===== config.mk =====
export PLATFORM = sky130hd
export DESIGN_NAME = shared_debounce_bank
export DESIGN_NICKNAME = d
export VERILOG_FILES = /design/src/rtl/dbnc_pkg.sv /design/src/rtl/dbnc_tick_timer.sv /design/src/rtl/dbnc_sync.sv /design/src/rtl/dbnc_pin_filter.sv /design/src/rtl/shared_debounce_bank.sv
export SDC_FILE = /design/constraint.sdc
export NUM_CORES = 1
export LEC_CHECK = 0
export CORE_MARGIN = 4
export CORE_UTILIZATION = 60
export DETAILED_ROUTE_END_ITERATION = 7
export GPL_TIMING_DRIVEN = 0
export PLACE_DENSITY = 0.79
export REMOVE_ABC_BUFFERS = 1
export SKIP_CTS_REPAIR_TIMING = 1
export SLEW_MARGIN = 30
export SYNTH_ARGS = -nofsm -noshare
export SYNTH_HDL_FRONTEND = slang
export SYNTH_HIERARCHICAL = 1
export SYNTH_SLANG_ARGS = --single-unit
export TNS_END_PERCENT = 1

===== constraint.sdc =====
create_clock -name clk -period 5.4 [get_ports clk]
set_input_delay 1.08 -clock clk [delete_from_list [all_inputs] [get_ports clk]]
set_output_delay 1.08 -clock clk [all_outputs]
set_load 0.01 [all_outputs]

===== src/rtl/dbnc_pkg.sv =====
// Shared constants for the shared-timer debouncer.
// Assumes exactly three timers, because the pin index is two bits wide.
package dbnc_pkg;
    localparam int unsigned NUM_TIMERS = 3;
    localparam int unsigned IDX_W      = 2;
    localparam int unsigned ADDR_W     = 3;

    localparam logic [ADDR_W-1:0] A_PER1  = 3'd0;
    localparam logic [ADDR_W-1:0] A_PER2  = 3'd1;
    localparam logic [ADDR_W-1:0] A_PER3  = 3'd2;
    localparam logic [ADDR_W-1:0] A_SELHI = 3'd4;
    localparam logic [ADDR_W-1:0] A_SELLO = 3'd5;
endpackage


===== src/rtl/dbnc_tick_timer.sv =====
// Free-running period timer.
// Counts down and emits a one-cycle tick each time the count reaches zero, so
// period P gives one tick every P cycles. Period 0 never ticks. A load writes a
// new period and restarts the count.
module dbnc_tick_timer #(
    parameter int unsigned PERIOD_W = 32
) (
    input  logic                clk,
    input  logic                rst_n,
    input  logic                load,
    input  logic [PERIOD_W-1:0] load_val,
    output logic                tick
);
    logic [PERIOD_W-1:0] period_q;
    logic [PERIOD_W-1:0] cnt_q;

    // Tick when the count is exhausted on an enabled timer.
    assign tick = (period_q != '0) && (cnt_q == '0);

    // Period register and down-counter with restart on load.
    always_ff @(posedge clk) begin
        if (!rst_n) begin
            period_q <= '0;
            cnt_q    <= '0;
        end else if (load) begin
            period_q <= load_val;
            cnt_q    <= (load_val == '0) ? '0 : load_val - 1'b1;
        end else if (tick) begin
            cnt_q <= period_q - 1'b1;
        end else if (cnt_q != '0) begin
            cnt_q <= cnt_q - 1'b1;
        end
    end

    assert_tick_spacing_R3: assert property (@(posedge clk) disable iff (!rst_n)
        (tick && !load && period_q > 1) |=> !tick);
    assert_restart_quiet_R7: assert property (@(posedge clk) disable iff (!rst_n)
        (load && load_val > 1) |=> !tick);
endmodule


===== src/rtl/dbnc_sync.sv =====
// Multi-stage synchronizer for a vector of asynchronous pins.
// Assumes each bit is an independent level and needs no bus coherence.
module dbnc_sync #(
    parameter int unsigned WIDTH  = 32,
    parameter int unsigned STAGES = 2
) (
    input  logic             clk,
    input  logic             rst_n,
    input  logic [WIDTH-1:0] d,
    output logic [WIDTH-1:0] q
);
    logic [STAGES-1:0][WIDTH-1:0] stg_q;

    // Shift the pin levels through the synchronizer chain.
    always_ff @(posedge clk) begin
        if (!rst_n) stg_q[0] <= '0;
        else        stg_q[0] <= d;
    end

    for (genvar s = 1; s < STAGES; s++) begin : g_stage
        // One further synchronizer stage.
        always_ff @(posedge clk) begin
            if (!rst_n) stg_q[s] <= '0;
            else        stg_q[s] <= stg_q[s-1];
        end
    end

    assign q = stg_q[STAGES-1];
endmodule


===== src/rtl/dbnc_pin_filter.sv =====
// Per-pin two-tick agreement filter.
// Assumes din is already synchronized. With index 0 the pin is bypassed and the
// held level tracks din. Otherwise the held level takes din only when two
// consecutive ticks of the selected timer saw the same value. clr discards the
// pending sample.
module dbnc_pin_filter #(
    parameter int unsigned NT = dbnc_pkg::NUM_TIMERS
) (
    input  logic                      clk,
    input  logic                      rst_n,
    input  logic [NT-1:0]             tick,
    input  logic [dbnc_pkg::IDX_W-1:0] idx,
    input  logic                      clr,
    input  logic                      din,
    output logic                      dout
);
    logic filt_q, samp_q, valid_q, sel_tick;

    // Pick the tick of the selected timer; none in bypass.
    always_comb begin
        sel_tick = 1'b0;
        if (idx != '0) sel_tick = tick[idx - 1'b1];
    end

    // Sample on ticks and commit a level after two agreeing samples.
    always_ff @(posedge clk) begin
        if (!rst_n) begin
            filt_q  <= 1'b0;
            samp_q  <= 1'b0;
            valid_q <= 1'b0;
        end else if (idx == '0) begin
            filt_q  <= din;
            valid_q <= 1'b0;
        end else if (clr) begin
            valid_q <= 1'b0;
        end else if (sel_tick) begin
            if (valid_q && (din == samp_q)) filt_q <= din;
            samp_q  <= din;
            valid_q <= 1'b1;
        end
    end

    assign dout = (idx == '0) ? din : filt_q;

    assert_hold_between_ticks_R5: assert property (@(posedge clk) disable iff (!rst_n)
        (idx != '0 && !sel_tick) |=> $stable(filt_q));
    assert_first_sample_no_commit_R5: assert property (@(posedge clk) disable iff (!rst_n)
        (idx != '0 && !valid_q) |=> $stable(filt_q));
    assert_discard_on_change_R8: assert property (@(posedge clk) disable iff (!rst_n)
        (idx != '0 && clr) |=> !valid_q);
endmodule


===== src/rtl/shared_debounce_bank.sv =====
// Debouncer for a bank of input pins that share three programmable period timers.
// Holds the period registers and the two selector bit-planes, synchronizes the
// pins, and filters each pin using the tick of its chosen timer. Assumes the
// NUM_PINS <= PERIOD_W and CAP_MASK marks the input-capable pins.
module shared_debounce_bank #(
    parameter int unsigned   NUM_PINS    = 32,
    parameter int unsigned   PERIOD_W    = 32,
    parameter int unsigned   SYNC_STAGES = 2,
    parameter logic [31:0]   CAP_MASK    = 32'hFFFF_FFFF
) (
    input  logic                        clk,
    input  logic                        rst_n,
    input  logic                        cfg_we,
    input  logic [dbnc_pkg::ADDR_W-1:0] cfg_addr,
    input  logic [PERIOD_W-1:0]         cfg_wdata,
    input  logic [NUM_PINS-1:0]         pin_in,
    output logic [NUM_PINS-1:0]         pin_out
);
    import dbnc_pkg::*;

    localparam logic [NUM_PINS-1:0] CAP = CAP_MASK[NUM_PINS-1:0];

    logic [NUM_PINS-1:0]   sel_hi_q, sel_lo_q, sel_hi_d, sel_lo_d;
    logic [NUM_PINS-1:0]   pin_sync, idx_clr;
    logic [NUM_TIMERS-1:0] tick;
    logic                  we_hi, we_lo;

    assign we_hi    = cfg_we && (cfg_addr == A_SELHI);
    assign we_lo    = cfg_we && (cfg_addr == A_SELLO);
    assign sel_hi_d = we_hi ? (cfg_wdata[NUM_PINS-1:0] & CAP) : sel_hi_q;
    assign sel_lo_d = we_lo ? (cfg_wdata[NUM_PINS-1:0] & CAP) : sel_lo_q;
    assign idx_clr  = (sel_hi_d ^ sel_hi_q) | (sel_lo_d ^ sel_lo_q);

    // Selector bit-planes: upper and lower index bit of every pin.
    always_ff @(posedge clk) begin
        if (!rst_n) begin
            sel_hi_q <= '0;
            sel_lo_q <= '0;
        end else begin
            sel_hi_q <= sel_hi_d;
            sel_lo_q <= sel_lo_d;
        end
    end

    for (genvar t = 0; t < NUM_TIMERS; t++) begin : g_timer
        dbnc_tick_timer #(.PERIOD_W(PERIOD_W)) u_tmr (
            .clk     (clk),
            .rst_n   (rst_n),
            .load    (cfg_we && (cfg_addr == ADDR_W'(t))),
            .load_val(cfg_wdata),
            .tick    (tick[t])
        );
    end

    dbnc_sync #(.WIDTH(NUM_PINS), .STAGES(SYNC_STAGES)) u_sync (
        .clk  (clk),
        .rst_n(rst_n),
        .d    (pin_in),
        .q    (pin_sync)
    );

    for (genvar i = 0; i < NUM_PINS; i++) begin : g_pin
        dbnc_pin_filter #(.NT(NUM_TIMERS)) u_flt (
            .clk  (clk),
            .rst_n(rst_n),
            .tick (tick),
            .idx  ({sel_hi_q[i], sel_lo_q[i]}),
            .clr  (idx_clr[i]),
            .din  (pin_sync[i]),
            .dout (pin_out[i])
        );
    end

    assert_capable_only_R9: assert property (@(posedge clk) disable iff (!rst_n)
        ((sel_hi_q | sel_lo_q) & ~CAP) == '0);
    assert_reserved_addr_R10: assert property (@(posedge clk) disable iff (!rst_n)
        (cfg_we && cfg_addr == 3'd3) |=> ($stable(sel_hi_q) && $stable(sel_lo_q)));
endmodule


**Word level (Yosys, flattened, before mapping)**

Cells that the tools add are included.

- Register bits after elaboration: 416
- Input bits: 70
- Word-level logic and storage cells: 859

- Add/subtract/negate cells: 39
- Order comparisons: 32
- Equality and inequality tests: 68
- Muxes and demuxes: 268
- Bitwise logic cells: 68
- Reduce and logical (&&, ||, !) cells: 278

Operators with widths:

| operator | number |
|---|---|
| 2-to-1 mux 32 bit | 12 |
| 2-to-1 mux 1 bit | 224 |
| subtractor 32 x 1 -> 32 bit (second input constant) | 7 |
| AND reduction 3 bit | 64 |
| nonzero test 2 bit | 96 |
| nonzero test 32 bit | 6 |
| logical NOT 32 bit | 4 |
| < comparator 2 x 3 -> 1 bit (second input constant) | 32 |
| OR reduction 3 bit | 32 |
| inverter 1 bit | 65 |
| binary-select mux 1 bit (select 2 bit) | 32 |
| logical NOT 2 bit | 32 |
| != test 2 x 1 -> 1 bit (second input constant) | 32 |
| subtractor 2 x 1 -> 2 bit (second input constant) | 32 |
| XOR 32 bit | 2 |
| logical AND 1 bit | 40 |
| equality test 1 bit | 32 |
| OR 32 bit | 1 |
| nonzero test 3 bit | 3 |
| equality test 3 bit (second input constant) | 2 |
| equality test 3 x 1 -> 1 bit (second input constant) | 1 |
| equality test 3 x 2 -> 1 bit (second input constant) | 1 |
| logical NOT 3 bit | 1 |

**Logic depth before layout (Yosys ltp)**

- Depth after elaboration: 8
- Gate-level depth with buffers: 18
- Depth with buffers taken out: 14

**Modules after synthesis**

Netlist, hierarchy kept.

Modules (own cells, without submodules):

| module | instances | cells each | area each (µm²) |
|---|---|---|---|
| dbnc_pin_filter | 32 | 21 | 187.7 |
| dbnc_tick_timer at g_timer[2].u_tmr | 1 | 498 | 4111.4 |
| dbnc_tick_timer at g_timer[1].u_tmr | 1 | 488 | 4080.2 |
| dbnc_tick_timer at g_timer[0].u_tmr | 1 | 496 | 4051.4 |
| shared_debounce_bank | 1 | 402 | 3856.2 |
| dbnc_sync | 1 | 166 | 2031.9 |

**Worst setup path after synthesis**

No wires, ideal clock.

- Kind: register -> register
- Start point: register g_timer[2].u_tmr.period_q[2]
- End point: register g_timer[2].u_tmr.cnt_q[30]
- Library setup time: 0.134 ns
- Arrival: 4.703 ns
- Slack: 0.564 ns
- Stages on the path, launching flop included: 18
- Path buffers: 3
- Cell sequence: dfxtp_1 > or4_1 > buf_2 > or3_4 > or4_4 > buf_6 > nand2_8 > inv_8 > buf_6 > a21oi_1 > ha_1 > or4b_2 > nor3_1 > nand2_1 > nor4_1 > o211ai_1 > xnor2_1 > o22ai_1

- Word-level cells in the longest chain between the ends: 4
- Elaborated cells between the ends (all ways): 6

Ends and longest elaborated chain:

| what | line | text |
|---|---|---|
| start, declared | dbnc_tick_timer.sv:14 | `logic [PERIOD_W-1:0] period_q;` |
| start signal, assigned | dbnc_tick_timer.sv:26 | `period_q <= load_val;` |
| nonzero test 32 bit (*) | dbnc_tick_timer.sv:18 | `assign tick = (period_q != '0) && (cnt_q == '0);` |
| logical AND 1 bit (*) | dbnc_tick_timer.sv:18 |  |
| net tick[2] | shared_debounce_bank.sv:25 | `logic [NUM_TIMERS-1:0] tick;` |
| 2-to-1 mux 32 bit | dbnc_tick_timer.sv:28 | `end else if (tick) begin` |
| 2-to-1 mux 32 bit | dbnc_tick_timer.sv:25 | `end else if (load) begin` |
| end signal, assigned | dbnc_tick_timer.sv:27 | `cnt_q <= (load_val == '0) ? '0 : load_val - 1'b1;` |
| end signal, assigned | dbnc_tick_timer.sv:29 | `cnt_q <= period_q - 1'b1;` |
| end signal, assigned | dbnc_tick_timer.sv:31 | `cnt_q <= cnt_q - 1'b1;` |
| end, declared | dbnc_tick_timer.sv:15 | `logic [PERIOD_W-1:0] cnt_q;` |

Mark *: on every way through the listed nets, which the timed path passes. The rest lies on a longest branch.
A chain may end at the register's enable or synchronous reset.

**Worst setup path after layout**

Same ends and word-level chain as after synthesis.

==> results.sh <==
export IMPL_run_status="finished clean"
export IMPL_path_clk_slew_ps=60
export IMPL_yosysWarnings=6
export IMPL_gate_count_of_the_mapped_netlist=2722
export IMPL_via_per_inst=6.38
export IMPL_synth_sequential_area_ratio_pct=34.5
export IMPL_core_ar_um2=39700
export IMPL_grt_antenna_before_repair=1
export IMPL_fin_hold_ws_ps=445
export IMPL_hp_class="reg2reg"
export IMPL_die_area_um2=43500
export IMPL_netlist_cell_type_count=92
export IMPL_routabilityCongestion=0.935
export IMPL_layout_cells_most_common_list="sky130_fd_sc_hd__dfxtp_1, sky130_fd_sc_hd__mux2i_1, sky130_fd_sc_hd__nand2_1"
export IMPL_finalNonFillerCells=3300
export IMPL_place_hpwl_um=43500
export IMPL_grt_pass1_vias=21100
export IMPL_average_size_of_a_mapped_cell_um2=8.87
export IMPL_final_layout_size_suffix_gt1_share_pct=11.8
export IMPL_p_total_mw=10.5
export IMPL_total_net_switching_power_mw=3.82
export IMPL_intPower_mw=6.69
export IMPL_worstSetupPathType="reg2reg"
export IMPL_route_final_wire_length_um=67300
export IMPL_asyncSetResetFlopFracSynth_pct=0
export IMPL_crit_path_max_fanout=59
export IMPL_ys_ff_latch=416
export IMPL_critical_path_data_required_time_ps=5840
export IMPL_groute_usage_overall_pct=29.4
export IMPL_drt_first_pass_iters=5
export IMPL_layout_nets=2850
export IMPL_postLayoutSetupSlackWorst_ps=262
export IMPL_floorplan_die_width_um=209
export IMPL_power_density_cell_area_nw_per_um2=392
export IMPL_detail_route_wl_per_cell_um=20.4
export IMPL_num_vias=21000
export IMPL_initial_utilization_pct=60.7
export IMPL_io_buffer_count=101
export IMPL_synthFlopType="sky130_fd_sc_hd__dfxtp_1"
export IMPL_dr_first_iter_drc_count=1727
export IMPL_floorplan_io_pins=102
export IMPL_synth_top_cells_by_area="sky130_fd_sc_hd__dfxtp_1, sky130_fd_sc_hd__mux2i_1, sky130_fd_sc_hd__nand2_1, sky130_fd_sc_hd__nor2_1, sky130_fd_sc_hd__xnor2_1"
export IMPL_crit_path_end_kind="flip-flop"
export IMPL_wire_length_of_the_first_global_routing_pass_um=108000
export IMPL_final_ant_viol_nets=0
export IMPL_timing_max_slew_rel_slack_pct=29.4
export IMPL_drc_viols=0
export IMPL_finalWorstPathRequiredPeriod_ps=5140
export IMPL_sw_frac_of_total_pct=36.3
export IMPL_place_ws_ps=-318
export IMPL_final_period_utilization_pct=95.1
export IMPL_rsz0062_at_grt="no"
export IMPL_sequentialPowerShare_pct=36.1
export IMPL_clock_skew_ps=12.3
export IMPL_overflow=0
export IMPL_dpl_cell_count=3217
export IMPL_cts_buffer_depth=3
export IMPL_setup_tns_final_ps=0
export IMPL_finalSetupViolations=0
export IMPL_worst_slew_pin_transition_ps=1060
export IMPL_largest_net_degree_at_the_start_of_global_routing=124
export IMPL_cts_inserted_buffers=46
export IMPL_share_comb_of_total_power_pct=33.9
export IMPL_placement_rows=73
export IMPL_most_frequent_standard_cell_in_the_layout_excluding_fill_and_tap_cells="sky130_fd_sc_hd__dfxtp_1"
export IMPL_post_synth_top_area_cell="sky130_fd_sc_hd__dfxtp_1"
export IMPL_fraction_of_post_synthesis_cell_area_in_the_top_cell_type_by_area_pct=34.5
export IMPL_critical_path_arrival_ps=5570
export IMPL_leakage_nw=10.6
export IMPL_share_clk_of_total_power_pct=30.0
export IMPL_clock_tree_htree_level_count=2
export IMPL_cap_violations=0
export IMPL_maxSlewViolCount=0
export IMPL_number_of_synthesized_flops_with_an_enable_pin=0
export IMPL_clock_sink_count=416
export IMPL_setup_worst_path_start_class="flip-flop"
export IMPL_post_synthesis_cell_area_um2=24100
export IMPL_area_growth_synth_to_final_pct=11.0
export IMPL_die_height_um=209
export IMPL_timing_final_hold_violations=0
export IMPL_cts_tree="yes"
export IMPL_fill_cells=3155
export IMPL_clk_root_buffer_cell="sky130_fd_sc_hd__clkbuf_16"
export IMPL_max_freq_ghz=0.195
export IMPL_power_ir_vdd_worst_v=0.000278
export IMPL_worst_skew_pair_late_latency_ps=590
==> stage by stage <==
| stage | util [%] | cell area, µm² |
|---|---|---|
| detailed placement | 63.5 | 25200 |
| finish | 67.4 | 26800 |
| CTS | 67.3 | 26700 |
| floorplan | - | 23200 |
| global route | 67.4 | 26800 |
| global placement | 62.7 | 24900 |
==> sequential cells by signal, indices dropped and copies added, names as in the netlist <==
signal                  cells
g_timer.u_tmr/period_q     96
u_sync/q                   32
u_sync/stg_q               32
g_pin.u_flt/valid_q        32
g_pin.u_flt/filt_q         32
g_pin.u_flt/samp_q         32
sel_lo_q                   32
g_timer.u_tmr/cnt_q        96
sel_hi_q                   32
==> worst max-delay path, stage by stage, from the launching register on <==
cell                       delay [ps]
sky130_fd_sc_hd__dfxtp_1          340
sky130_fd_sc_hd__or4_1            660
sky130_fd_sc_hd__or3_4            470
sky130_fd_sc_hd__or4_4            640
sky130_fd_sc_hd__nand2_8          170
sky130_fd_sc_hd__inv_8            160
sky130_fd_sc_hd__a21oi_1          280
sky130_fd_sc_hd__ha_1             250
sky130_fd_sc_hd__or4b_2           700
sky130_fd_sc_hd__nor3_4           300
sky130_fd_sc_hd__nand2_1          190
sky130_fd_sc_hd__nor4_4           370
sky130_fd_sc_hd__o211ai_1         170
sky130_fd_sc_hd__xnor2_1          180
sky130_fd_sc_hd__o22ai_1           90
==> cells by family after synthesis <==
kind of cell	Yosys count	synth area share, %
xor gates and xnor gates	173	6.28
AOI/OAI and AO/OA	433	13.0
adders and majority gates	38	1.97
buffers and inverters	241	5.04
and+or+nand+nor	1061	24.1
DFF	416	34.5
muxes	360	15.1
==> layout make-up <==
cell class | instances | area (µm²) | area share [%]
Multi-Input combinational cell | 2065 | 14700 | 54.8
Clock inverter | 12 | 176 | 0.659
Antenna cell | 2 | 5.00 | 0.0187
Clock buffer | 67 | 1330 | 4.96
Sequential cell | 416 | 8330 | 31.1
Inverter | 85 | 334 | 1.25
Timing Repair Buffer | 128 | 1270 | 4.74
Tap cell | 525 | 657 | 2.45
==> layer usage <==
layer	track usage, %	vias to the layer above	share of wire, %
li1	-	9837	-
met1	37.1	10200	41
met2	49.5	830	47
met3	4.94	196	7.2
met4	13.7	2	4.0
met5	0	-	0.028
==> worst paths after layout <==
check                                                                from                                       to  slack [ps]  depth (start not counted)
worst max-delay path            g_timer[2].u_tmr/period_q[2]$_SDFFE_PN0P_  g_timer[2].u_tmr/cnt_q[30]$_SDFFE_PN0P_         260                         14
worst min-delay path                          u_sync/stg_q[12]$_SDFF_PN0_                  u_sync/q[12]$_SDFF_PN0_         450                          1
worst max register to register  g_timer[2].u_tmr/period_q[2]$_SDFFE_PN0P_  g_timer[2].u_tmr/cnt_q[30]$_SDFFE_PN0P_         260                         14
worst min register to register                u_sync/stg_q[12]$_SDFF_PN0_                  u_sync/q[12]$_SDFF_PN0_         450                          1
==> power by group through the flow <==
stage | combinational, mW | sequential [mW] | clock (mW)
2_1_floorplan | 2.56 | 3.73 | 0
3_3_place_gp | 3.35 | 3.82 | 0
3_5_place_dp | 3.42 | 3.84 | 0
4_1_cts | 3.45 | 3.77 | 3.20
5_1_grt | 3.88 | 3.83 | 3.32
6_report | 3.57 | 3.79 | 3.16
==> cells in the mapped netlist, types with 43 or more instances <==
master,n
sky130_fd_sc_hd__and2_2,64
sky130_fd_sc_hd__xnor2_1,92
sky130_fd_sc_hd__xor2_1,81
sky130_fd_sc_hd__dfxtp_1,416
sky130_fd_sc_hd__inv_1,82
sky130_fd_sc_hd__nor2_1,248
sky130_fd_sc_hd__nand2_1,284
sky130_fd_sc_hd__mux2i_1,325
sky130_fd_sc_hd__nor4_1,57
sky130_fd_sc_hd__buf_4,43
sky130_fd_sc_hd__nor3_1,83
sky130_fd_sc_hd__o22ai_1,66
sky130_fd_sc_hd__clkbuf_1,61
sky130_fd_sc_hd__a21oi_1,125
Power figures use the tool's default switching activity.
